[src/rtl/qbal_pkg.sv]
package qbal_pkg;

    typedef enum logic [1:0] {
        DIR_NONE = 2'd0,
        DIR_UP   = 2'd1,
        DIR_DN   = 2'd2
    } dir_e;

    // Direction chosen from one sample of the synchronized flags.
    function automatic dir_e pick_dir(input logic pos, input logic neg);
        if (pos && !neg)      return DIR_UP;
        else if (neg && !pos) return DIR_DN;
        else                  return DIR_NONE;
    endfunction

endpackage

[src/rtl/qbal_sync.sv]
module qbal_sync #(
    parameter int STAGES = 2
) (
    input  logic clk,
    input  logic rst_n,
    input  logic d,
    output logic q
);
    logic [STAGES-1:0] chain_q;

    generate
        for (genvar i = 0; i < STAGES; i++) begin : g_stage
            if (i == 0) begin : g_first
                always_ff @(posedge clk or negedge rst_n) begin
                    if (!rst_n) chain_q[0] <= 1'b0;
                    else        chain_q[0] <= d;
                end
            end else begin : g_rest
                always_ff @(posedge clk or negedge rst_n) begin
                    if (!rst_n) chain_q[i] <= 1'b0;
                    else        chain_q[i] <= chain_q[i-1];
                end
            end
        end
    endgenerate

    assign q = chain_q[STAGES-1];
endmodule

[src/rtl/qbal_phase.sv]
module qbal_phase #(
    parameter int PERIOD_CYC = 8
) (
    input  logic clk,
    input  logic rst_n,
    input  logic en,
    output logic start,
    output logic first_half
);
    localparam int PW   = (PERIOD_CYC > 2) ? $clog2(PERIOD_CYC) : 1;
    localparam int HALF = PERIOD_CYC / 2;

    logic [PW-1:0] phase_d, phase_q;

    always_comb begin
        phase_d = '0;
        if (en) begin
            if (phase_q == PW'(PERIOD_CYC - 1)) phase_d = '0;
            else                                phase_d = phase_q + 1'b1;
        end
    end

    always_ff @(posedge clk or negedge rst_n) begin
        if (!rst_n) phase_q <= '0;
        else        phase_q <= phase_d;
    end

    assign start      = en && (phase_q == '0);
    assign first_half = (phase_q < PW'(HALF));
endmodule

[src/rtl/qbal_updn.sv]
module qbal_updn
    import qbal_pkg::*;
#(
    parameter int CNT_W = 24
) (
    input  logic             clk,
    input  logic             rst_n,
    input  logic             clr,
    input  dir_e             step,
    output logic [CNT_W-1:0] cnt,
    output logic             sat_hit
);
    localparam logic [CNT_W-1:0] CMAX = {1'b0, {(CNT_W-1){1'b1}}};
    localparam logic [CNT_W-1:0] CMIN = {1'b1, {(CNT_W-1){1'b0}}};

    logic [CNT_W-1:0] cnt_d, cnt_q;

    always_comb begin
        cnt_d   = cnt_q;
        sat_hit = 1'b0;
        if (clr) begin
            cnt_d = '0;
        end else begin
            case (step)
                DIR_UP: begin
                    if (cnt_q == CMAX) sat_hit = 1'b1;
                    else               cnt_d   = cnt_q + 1'b1;
                end
                DIR_DN: begin
                    if (cnt_q == CMIN) sat_hit = 1'b1;
                    else               cnt_d   = cnt_q - 1'b1;
                end
                default: ;
            endcase
        end
    end

    always_ff @(posedge clk or negedge rst_n) begin
        if (!rst_n) cnt_q <= '0;
        else        cnt_q <= cnt_d;
    end

    assign cnt = cnt_q;
endmodule

[src/rtl/qbal_ctrl.sv]
module qbal_ctrl
    import qbal_pkg::*;
#(
    parameter int PERIOD_CYC  = 8,
    parameter int CNT_W       = 24,
    parameter int SYNC_STAGES = 2
) (
    input  logic             clk,
    input  logic             rst_n,
    input  logic             run_req,
    input  logic             clr,
    input  logic             cmp_pos,
    input  logic             cmp_neg,
    input  logic             rd_req,
    output logic             sw_pos,
    output logic             sw_neg,
    output logic             running,
    output logic [CNT_W-1:0] rd_data,
    output logic             both_err,
    output logic             ovf_err
);
    typedef struct packed {
        logic             run;
        logic             sw_pos;
        logic             sw_neg;
        logic             both_err;
        logic             ovf_err;
        logic [CNT_W-1:0] rd;
    } ctrl_t;

    ctrl_t ctl_d, ctl_q;

    logic             pos_s, neg_s;
    logic             start, first_half;
    logic             sat_hit;
    dir_e             dec;
    logic [CNT_W-1:0] cnt_val;

    qbal_sync #(.STAGES(SYNC_STAGES)) i_sync_pos (
        .clk(clk), .rst_n(rst_n), .d(cmp_pos), .q(pos_s)
    );
    qbal_sync #(.STAGES(SYNC_STAGES)) i_sync_neg (
        .clk(clk), .rst_n(rst_n), .d(cmp_neg), .q(neg_s)
    );

    qbal_phase #(.PERIOD_CYC(PERIOD_CYC)) i_phase (
        .clk(clk), .rst_n(rst_n), .en(ctl_q.run),
        .start(start), .first_half(first_half)
    );

    qbal_updn #(.CNT_W(CNT_W)) i_cnt (
        .clk(clk), .rst_n(rst_n),
        .clr(clr && !ctl_q.run),
        .step(dec),
        .cnt(cnt_val),
        .sat_hit(sat_hit)
    );

    always_comb begin
        dec      = start ? pick_dir(pos_s, neg_s) : DIR_NONE;
        ctl_d    = ctl_q;
        ctl_d.run = ctl_q.run | run_req;
        if (start) begin
            ctl_d.sw_pos = (dec == DIR_UP);
            ctl_d.sw_neg = (dec == DIR_DN);
        end else begin
            ctl_d.sw_pos = ctl_q.sw_pos && first_half;
            ctl_d.sw_neg = ctl_q.sw_neg && first_half;
        end
        ctl_d.both_err = ctl_q.both_err | (start && pos_s && neg_s);
        ctl_d.ovf_err  = ctl_q.ovf_err | sat_hit;
        if (rd_req) ctl_d.rd = cnt_val;
    end

    always_ff @(posedge clk or negedge rst_n) begin
        if (!rst_n) ctl_q <= '0;
        else        ctl_q <= ctl_d;
    end

    assign sw_pos   = ctl_q.sw_pos;
    assign sw_neg   = ctl_q.sw_neg;
    assign running  = ctl_q.run;
    assign rd_data  = ctl_q.rd;
    assign both_err = ctl_q.both_err;
    assign ovf_err  = ctl_q.ovf_err;
endmodule

[config.mk]
export PLATFORM = sky130hd
export DESIGN_NAME = qbal_ctrl
export DESIGN_NICKNAME = d
export VERILOG_FILES = /design/src/rtl/qbal_pkg.sv /design/src/rtl/qbal_sync.sv /design/src/rtl/qbal_phase.sv /design/src/rtl/qbal_updn.sv /design/src/rtl/qbal_ctrl.sv
export SDC_FILE = /design/constraint.sdc
export NUM_CORES = 1
export LEC_CHECK = 0
export BUFFER_PORTS_ARGS = -buffer_cell sky130_fd_sc_hd__buf_4
export CAP_MARGIN = 20
export CORE_MARGIN = 3
export CORE_UTILIZATION = 42
export DETAILED_ROUTE_END_ITERATION = 7
export HOLD_SLACK_MARGIN = 0.1
export PLACE_DENSITY = 0.66
export SYNTH_ARGS = -nofsm -noshare
export SYNTH_HDL_FRONTEND = slang
export SYNTH_SLANG_ARGS = --single-unit
[constraint.sdc]
create_clock -name clk -period 4 [get_ports clk]
set_input_delay 0.6 -clock clk [delete_from_list [all_inputs] [get_ports clk]]
set_output_delay 0.6 -clock clk [all_outputs]
set_load 0.01 [all_outputs]
# Word-level counts from Yosys, hierarchy flattened
# Cells that the tools add are included.
dict set report word_totals {
  reg_bits 60
  out_inout_bits 29
}
dict set report classes {
  n_addsub 3
  order_cmp 1
  n_eq_ne 7
  mux 14
  n_bitwise 3
  reduce_logical 14
}
# op count
set ops {}
lappend ops {{24-bit 2-to-1 mux} 3}
lappend ops {{24-bit case mux with 2 select lines} 1}
lappend ops {{24-bit by 1-bit adder with 24-bit output (second input constant)} 1}
lappend ops {{24-bit by 23-bit == test with 1-bit output (second input constant)} 1}
lappend ops {{24-bit == test (second input constant)} 1}
lappend ops {{24-bit by 1-bit subtractor with 24-bit output (second input constant)} 1}
lappend ops {{1-bit logical AND} 8}
lappend ops {{2-bit 2-to-1 mux} 4}
lappend ops {{3-bit 2-to-1 mux} 2}
lappend ops {{3-bit by 2-bit inequality test with 1-bit output (second input constant)} 2}
lappend ops {{3-bit by 1-bit adder with 3-bit output (second input constant)} 1}
lappend ops {{3-bit == test (second input constant)} 1}
lappend ops {{1-bit zero test} 3}
lappend ops {{3-bit zero test} 1}
lappend ops {{3-bit less-than comparator (second input constant)} 1}
lappend ops {{1-bit 2-to-1 mux} 3}
lappend ops {{1-bit OR} 3}
lappend ops {{3-bit AND reduction} 1}
lappend ops {{3-bit nonzero test} 1}
lappend ops {{2-bit by 1-bit == test with 1-bit output (second input constant)} 1}
lappend ops {{2-bit == test (second input constant)} 1}
lappend ops {{1-bit case mux with 2 select lines} 1}

# Logic depth before layout (Yosys ltp)
# Gate-level depths: netlist of run 1.
dict set report logic_depth {
  ltp_word 9
  ltp_mapped 16
  ltp_nobuf 13
}

# Modules after synthesis
# A second synthesis of run 1 with hierarchy kept.
dict set report hier_totals {
  hier_cells 466
  hier_area_um2 4320.4
}
# mod instances cells_each area_each_um2
set by_module_without_submodules {}
lappend by_module_without_submodules {qbal_updn 1 381 2875.3}
lappend by_module_without_submodules {qbal_ctrl 1 68 1184.9}
lappend by_module_without_submodules {qbal_phase 1 13 160.2}
lappend by_module_without_submodules {qbal_sync 2 2 50.0}

# Worst setup path after synthesis of run 1
# OpenSTA, ideal clock, no wires.
dict set report synth_timing {
  kind {flip-flop to flip-flop}
  start {register i_phase.phase_q[0]}
  end {register i_cnt.cnt_q[20] (netlist: i_cnt.cnt[20])}
  setup_ns 0.126
  arrival_time_ns 3.328
  slack_ns 0.546
  stages_incl_launch_ff 17
  path_buffers 3
  cell_sequence {dfrtp_1 > inv_1 > ha_1 > and3b_1 > nand2_1 > buf_2 > buf_1 > buf_2 > xnor2_1 > ha_1 > nand4_1 > nor4_1 > a21oi_1 > nor3_1 > mux2i_1 > o21ba_1 > mux2i_1}
}
dict set report synth_via {
  elab_chain_cells 6
  word_cells_on_any_way 11
}
# element line
set synth_rtl {}
lappend synth_rtl {{start: declaration} qbal_phase.sv:13} ;# logic [PW-1:0] phase_d, phase_q;
lappend synth_rtl {{start signal: assignment} qbal_phase.sv:25} ;# else phase_q <= phase_d;
lappend synth_rtl {{3-bit zero test *} qbal_phase.sv:28} ;# assign start = en && (phase_q == '0);
lappend synth_rtl {{1-bit logical AND *} qbal_phase.sv:28}
lappend synth_rtl {{2-bit 2-to-1 mux *} qbal_ctrl.sv:60} ;# dec = start ? pick_dir(pos_s, neg_s) : DIR_NONE;
lappend synth_rtl {{2-bit == test / 2-bit by 1-bit == test with 1-bit output (equally long branches)} qbal_updn.sv:24} ;# case (step)
lappend synth_rtl {{3-bit by 2-bit inequality test with 1-bit output (no line) (tied with other cells)} --}
lappend synth_rtl {{3-bit AND reduction (no line) / 24-bit 2-to-1 mux (equally long branches)} --}
lappend synth_rtl {{end signal: assignment} qbal_updn.sv:40} ;# else cnt_q <= cnt_d;
lappend synth_rtl {{end: declaration} qbal_updn.sv:16} ;# logic [CNT_W-1:0] cnt_d, cnt_q;
# Every way passes the cells marked *; elsewhere a longest branch is shown, timed or not.
# A chain may end at the register's enable or synchronous reset.

# Worst setup path after layout of run 1
# Same ends and word-level chain as after synthesis.

==> results by group, run 1 <==
STA
  – Post-Route Skew: 0.00737 ns
  – Final critical-path required period: 3.45 ns
  – Worst-case headroom to the max-slew limit: 0.505
  – Measured slew at the worst slew-check pin: 0.743 ns
  – Pins Over Slew Limit: 0
  – Count of endpoints failing hold in the final timing report: 0
  – Unrepaired setup endpoints after global routing: no
  – Setup violations, final: 0
  – Setup tns final: 0 ns
  – Highest achievable clock rate: 0.290 GHz
  – Fin crit share: 0.862

Detailed routing
  – Total iterations of the first detailed-routing run: 4
  – Drt first-iter violations: 160
  – Mean number of vias per cell: 5.81
  – Total via count in the routed design: 2874
  – Final Routed Wirelength: 8020 um
  – Post-detailed-route wirelength per cell: 16.2 um
  – DRC: 0
  – Remaining antenna violation count after routing: 0

Global route
  – Number of global-route vias before repair: 2875
  – GRT overflow: 0
  – Pin count of the biggest net entering global routing: 61
  – Initial antenna violation count: 0
  – Aggregate global-route resource usage: 0.184
  – Wire length of the first global-routing pass: 14200 um

Setup path
  – R2R setup slack: 0.55 ns
  – Critical Path Start Type: flip-flop
  – CP max stage cell: nor4_1
  – Number of buffers and inverters on the critical path: 1
  – Chain of cells forming the critical path: inv_1 -> ha_1 -> and3b_1 -> nand2_1 -> xnor2_1 -> ha_1 -> nand4_1 -> nor4_1 -> a21oi_1 -> nor3_1 -> mux2i_1 -> o21ba_1 -> mux2i_1
  – Slowest Stage Delay on Critical Path: 0.51 ns
  – Logic depth of the worst register-to-register path: 13
  – Endpoint of the worst-slack reg-to-reg timing path: i_cnt.cnt[20]
  – Endpoint type of the worst setup path: flip-flop
  – R2R Path Start: i_phase.phase_q[0]
  – Worst Path Class, Setup: flip-flop to flip-flop
  – CP delay by family, top: simple AND/OR/NAND/NOR gates
  – Required time at the worst-slack endpoint: 4.22 ns
  – Critical Path Fanout Max: 9
  – Data arrival time of the critical path: 3.66 ns

Logic synthesis
  – Unique masters post-synth: 62
  – Synthesized flop and latch total: 60
  – Most area-consuming cells after synthesis: dfrtp_1 43%, mux2_2 7.8%, nand2_1 3.3%
  – Most used DFF post-synth: dfrtp_1
  – Warnings, synthesis: 0
  – Post-synth net total: 380
  – Area of the mapped netlist: 3450 um^2
  – Area share of the largest cell type after synthesis: 0.435
  – Cell with the most instances after synthesis: dfrtp_1
  – Cell type with the highest aggregate area in the netlist: dfrtp_1
  – List of most frequent post-synthesis cells: 60 x dfrtp_1, 30 x nand2_1, 24 x mux2_2
  – Sequential element share of the synthesized area: 0.435
  – Average size of a mapped cell: 9.39 um^2
  – Post-synthesis instance total: 368
  – Post-synth EDFFs: 0
  – Ys async rst share: 1.00

Die
  – FP Rows: 32
  – Core ar.: 7850 um^2
  – Starting Density: 0.440
  – Die Y: 96.7 um
  – Die width: 96.7 um
  – Die ar.: 9350 um^2
  – I/O pin total: 36

Clock network
  – Clock latency of the later-clocked register in the worst-skew pair: 0.34 ns
  – Maximum number of buffers from clock root to sink: 2
  – Cells resized by post-CTS repair: 0
  – Number of buffers added to fix hold violations after cts: 0
  – Post-CTS setup buffer count: 0
  – CTS Root Cell: clkbuf_8
  – Clock slew at reported path FFs: 0.07 ns
  – Number of sinks on the clock net: 60
  – H-tree depth: 3
  – Inserted Clock Buffers: 9
  – TritonCTS clock tree: built

Power
  – Power density over cell area: 682 nW/um^2
  – Leakage dissipation: 1.67 nW
  – Total power after layout: 0.00265 W
  – Worst voltage drop across the vdd grid: 290 uV

Outcome
  – Status: complete, no violations

Layout
  – Fill cell instance count of the final layout: 759
  – Layout overhead on the synthesized area: 12.5%
  – Antenna fix cells: 0
  – Share of cells above drive strength 1: 0.219
  – Final Net Count: 400

Placed design
  – Post-detailed-placement half-perimeter wirelength: 5580 um
  – Routability-driven placement congestion ratio: 0.922
  – Number of input and output port buffers inserted: 35

Run
  – Maximum Capacitance Violations: 0

Hold path
  – Min-Delay Path Class: input pin to asynchronous set/reset pin
[kinds of logic (layout without fill, tap and decap cells)]
logic type      count (synthesis)  count (layout)  synth area share
fa+ha+maj                       5               5            0.0181
mux                            28              28            0.0898
xor+xnor                        4               4            0.0101
simple gates                  141             141             0.218
flops                          60              60             0.435
compound gates                 92              92             0.177
buf+inv                        38              63            0.0525
[stage by stage]
step                      instances   util  setup slack, ns  cell area [um^2]  hold slack (ns)
final                           495  0.495            0.553              3890            0.332
after global routing            495  0.495            0.167              3890            0.350
after global placement          479  0.474            0.938              3720            0.333
after detailed placement        479  0.474            0.615              3720            0.335
after floorplan                 368      -            0.546              3450            0.304
after CTS                       495  0.495            0.596              3890            0.350
[metal layers]
| layer | global-route usage | up-vias | routed length, um |
|---|---|---|---|
| li1 | - | 1405 | - |
| met1 | 0.252 | 1358 | 3870 |
| met2 | 0.281 | 99 | 3600 |
| met3 | 0.0368 | 12 | 421 |
| met4 | 0.0799 | 0 | 135 |
| met5 | 0 | - | 0 |
[worst reg2reg max path, stage by stage (launching register included)]
cell	delay [ns]
dfrtp_1	0.40
inv_1	0.06
ha_1	0.20
and3b_1	0.25
nand2_1	0.24
xnor2_1	0.22
ha_1	0.31
nand4_1	0.17
nor4_1	0.51
a21oi_1	0.17
nor3_1	0.29
mux2i_1	0.29
o21ba_1	0.16
mux2i_1	0.06
[report_power, final]
part           switching [W]  leakage [nW]  internal (W)
logic               0.000530         0.815      0.000498
registers           0.000323         0.772      0.000835
clock network       0.000225        0.0844      0.000241
[registers in the layout (all words and copies together), names as in the netlist]
name	flops
i_cnt.cnt	24
i_sync_pos.chain_q	1
rd_data	24
running	1
i_phase.phase_q	3
i_sync_neg.chain_q	1
i_sync_neg.q	1
sw_neg	1
both_err	1
sw_pos	1
ovf_err	1
i_sync_pos.q	1
[final cells by class]
type	instances	area [um^2]	area share
clock inverter	2	10.0	0.00258
multi-input combinational	270	1770	0.456
sequential	60	1500	0.386
timing repair buffer	39	293	0.0753
inverter	8	30.0	0.00773
tap	102	128	0.0328
clock buffer	14	153	0.0393
[layout by cell type (no fill, tap or decap), types with 6 or more instances in the layout]
master / n
clkbuf_8: 10
nor3_1: 21
mux2_2: 24
o21ai_0: 12
o31ai_1: 10
o21ai_1: 19
nand2_1: 30
inv_1: 8
buf_4: 39
nand3_1: 7
a21oi_1: 13
a31oi_1: 6
or3_1: 9
nor4_1: 7
nand4_1: 13
nor2_1: 23
dfrtp_1: 60
[worst max path at each step]
stage | from | endpoint | slack, ns | depth (start not counted)
final | i_phase.phase_q[0] | i_cnt.cnt[20] | 0.55 | 13
after global routing | i_phase.phase_q[0] | i_cnt.cnt[20] | 0.17 | 13
after CTS | i_phase.phase_q[0] | i_cnt.cnt[20] | 0.60 | 13
after detailed placement | i_phase.phase_q[0] | i_cnt.cnt[20] | 0.61 | 13
after global placement | i_phase.phase_q[0] | i_cnt.cnt[20] | 0.94 | 13
after floorplan | i_phase.phase_q[0] | i_cnt.cnt[20] | 0.55 | 16
Note: power is estimated with default switching activity, not from simulation.
==> run 2: changes to the inputs <==
--- a/config.mk
+++ b/config.mk
@@ -10,6 +10,7 @@
 export CORE_MARGIN = 3
 export CORE_UTILIZATION = 42
 export DETAILED_ROUTE_END_ITERATION = 7
+export GPL_TIMING_DRIVEN = 0
 export HOLD_SLACK_MARGIN = 0.1
 export PLACE_DENSITY = 0.66
 export SYNTH_ARGS = -nofsm -noshare
==> results by group, run 2 (synthesized netlist as in run 1, its figures left out) <==
Clock network
  – Post-CTS setup buffer count: 0 (unchanged)
  – Clock slew at reported path FFs: 0.07 ns (about the same)
  – CTS Root Cell: clkbuf_8 (unchanged)
  – Clock latency of the later-clocked register in the worst-skew pair: 0.35 ns (was 0.34 ns)
  – Number of buffers added to fix hold violations after cts: 0 (unchanged)
  – Maximum number of buffers from clock root to sink: 2 (unchanged)
  – Inserted Clock Buffers: 9 (unchanged)
  – TritonCTS clock tree: built (unchanged)
  – Number of sinks on the clock net: 60 (unchanged)
  – H-tree depth: 3 (unchanged)

Detailed routing
  – DRC: 0 (unchanged)
  – Total iterations of the first detailed-routing run: 5 (was 4)
  – Post-detailed-route wirelength per cell: 17.5 um (was 16.2 um)
  – Mean number of vias per cell: 5.91 (was 5.81)
  – Final Routed Wirelength: 9080 um (was 8020 um)
  – Drt first-iter violations: 194 (was 160)
  – Remaining antenna violation count after routing: 0 (unchanged)
  – Total via count in the routed design: 3062 (was 2874)

Setup path
  – Required time at the worst-slack endpoint: 4.27 ns (was 4.22 ns)
  – Critical Path Fanout Max: 10 (was 9)
  – Data arrival time of the critical path: 3.93 ns (was 3.66 ns)
  – Slowest Stage Delay on Critical Path: 0.40 ns (was 0.51 ns)
  – CP max stage cell: dfrtp_1 (was nor4_1)
  – Chain of cells forming the critical path: inv_1 -> ha_1 -> and3b_1 -> nand2_1 -> inv_1 -> buf_2 -> buf_2 -> ha_1 -> buf_1 -> o31a_1 -> or3_1 -> a21oi_1 -> a211oi_1 -> a211oi_1 -> o32a_1 (was inv_1 -> ha_1 -> and3b_1 -> nand2_1 -> xnor2_1 -> ha_1 -> nand4_1 -> nor4_1 -> a21oi_1 -> nor3_1 -> mux2i_1 -> o21ba_1 -> mux2i_1)
  – Endpoint type of the worst setup path: flip-flop (unchanged)
  – Worst Path Class, Setup: flip-flop to flip-flop (unchanged)
  – Critical Path Start Type: flip-flop (unchanged)

Layout
  – Fill cell instance count of the final layout: 749 (was 759)
  – Layout overhead on the synthesized area: 18.2% (was 12.5%)
  – Sequential cell area in the final layout: 1500 um^2 (unchanged)
  – Multi-input combinational cell area: 1790 um^2 (was 1770 um^2)
  – Share of cells above drive strength 1: 0.240 (was 0.219)
  – Most common cell after layout, fill and taps aside: dfrtp_1 (unchanged)
  – Antenna fix cells: 0 (unchanged)
  – Final design instance area without fill: 4080 um^2 (was 3890 um^2)
  – Commonest cells after routing, fill and taps aside: 60 x dfrtp_1, 34 x buf_4, 30 x nand2_1 (was 60 x dfrtp_1, 39 x buf_4, 30 x nand2_1)
  – Final Net Count: 423 (was 400)

Global route
  – Wire length of the first global-routing pass: 15200 um (was 14200 um)
  – Initial antenna violation count: 0 (unchanged)
  – GRT overflow: 0 (unchanged)
  – Pin count of the biggest net entering global routing: 61 (unchanged)
  – Number of global-route vias before repair: 2976 (was 2875)
  – Aggregate global-route resource usage: 0.202 (was 0.184)

STA
  – Unrepaired setup endpoints after global routing: no (unchanged)
  – Fin crit share: 0.914 (was 0.862)
  – Worst-case headroom to the max-slew limit: 0.497 (was 0.505)
  – Highest achievable clock rate: 0.273 GHz (was 0.290 GHz)
  – Post-Route Skew: 0.00822 ns (was 0.00737 ns)
  – Pins Over Slew Limit: 0 (unchanged)
  – Setup violations, final: 0 (unchanged)
  – Setup tns final: 0 ns (unchanged)
  – Count of endpoints failing hold in the final timing report: 0 (unchanged)
  – Measured slew at the worst slew-check pin: 0.754 ns (was 0.743 ns)
  – Final critical-path required period: 3.66 ns (was 3.45 ns)

Placed design
  – Number of input and output port buffers inserted: 34 (was 35)
  – Post-detailed-placement half-perimeter wirelength: 6530 um (was 5580 um)
  – Placed Area: 3840 um^2 (was 3720 um^2)
  – Routability-driven placement congestion ratio: 0.958 (was 0.922)

Die
  – Die ar.: 9350 um^2 (unchanged)
  – FP Rows: 32 (unchanged)
  – Die Y: 96.7 um (unchanged)
  – Starting Density: 0.440 (unchanged)
  – Die width: 96.7 um (unchanged)
  – I/O pin total: 36 (unchanged)
  – Core ar.: 7850 um^2 (unchanged)

Power
  – Power density over cell area: 716 nW/um^2 (was 682 nW/um^2)
  – Leakage dissipation: 1.78 nW (was 1.67 nW)
  – Worst voltage drop across the vdd grid: 347 uV (was 290 uV)

Hold path
  – Min-Delay Path Class: input pin to asynchronous set/reset pin (unchanged)

Run
  – Maximum Capacitance Violations: 0 (unchanged)

Outcome
  – Status: complete, no violations (unchanged)
==> run 2: changes by cell type in the layout (fill, tap and decap cells not counted), sizes merged <==
cell	delta
clkbuf	+11
buf	+11
bufinv	+2
clkinv	-2
clkinvlp	+1
==> run 2: area by class of cell <==
class                   count  area share
plain buffers              28      0.0356
clock buffers              13      0.0414
clock inverters             3      0.0165
inverters                   8     0.00736
multi-input cells         270       0.438
flip-flops and latches     60       0.368
well taps                 102      0.0313
repair buffers             34      0.0625
==> run 2: per-stage QoR <==
step	power, W	hold WS, ns	worst slack [ns]	instances	utilization
6_report	0.00292	0.323	0.343	518	0.520
5_1_grt	0.00314	0.351	0.147	518	0.520
4_1_cts	0.00293	0.345	0.0871	519	0.519
3_5_place_dp	0.00228	0.335	-0.398	504	0.489
3_3_place_gp	0.00225	0.332	-0.369	504	0.489
2_1_floorplan	0.00184	0.304	0.546	368	-
==> run 2: power by group <==
group          internal (W)  switching, W  total, W
Clock              0.000402      0.000241  0.000643
Combinational      0.000540      0.000735   0.00127
Sequential         0.000836      0.000170   0.00101
Total               0.00178       0.00115   0.00292
==> run 2: worst max-delay path: cells and delay by family, from the launching register on <==
family                   cells  cell delay [ns]
AND/OR/NAND/NOR              3             0.78
flip-flops                   1             0.40
AO/OA/AOI/OAI                5             0.99
adder cells (fa/ha/maj)      2             0.47
buffers and inverters        5             0.93
==> run 2: worst paths after layout <==
kind	startpoint	end	slack, ns	cells past startpoint
setup / recovery	i_phase.phase_q[0]	i_cnt.cnt[22]	0.34	15
hold / removal	rst_n	rd_data[0]	0.32	1
setup reg to reg	i_phase.phase_q[0]	i_cnt.cnt[22]	0.34	15
hold reg to reg	i_sync_neg.chain_q[0]	i_sync_neg.q	0.35	0
max in group asynchronous	rst_n	rd_data[17]	3.18	1
min in group clk	i_sync_neg.chain_q[0]	i_sync_neg.q	0.35	0
==> run 2: per-layer routing <==
| layer | GRT usage | vias up | wire, um |
|---|---|---|---|
| met1 | 0.281 | 1494 | 4240 |
| met4 | 0.106 | 0 | 283 |
| met2 | 0.300 | 96 | 4150 |
| li1 | - | 1450 | - |
| met5 | 0 | - | 0 |
| met3 | 0.0346 | 22 | 409 |
==> run 2: repair_timing <==
item,CTS,global route
pin swaps,0,0
setup endpoints to repair,3,2
resized for setup,1,2
hold endpoints to repair,0,0
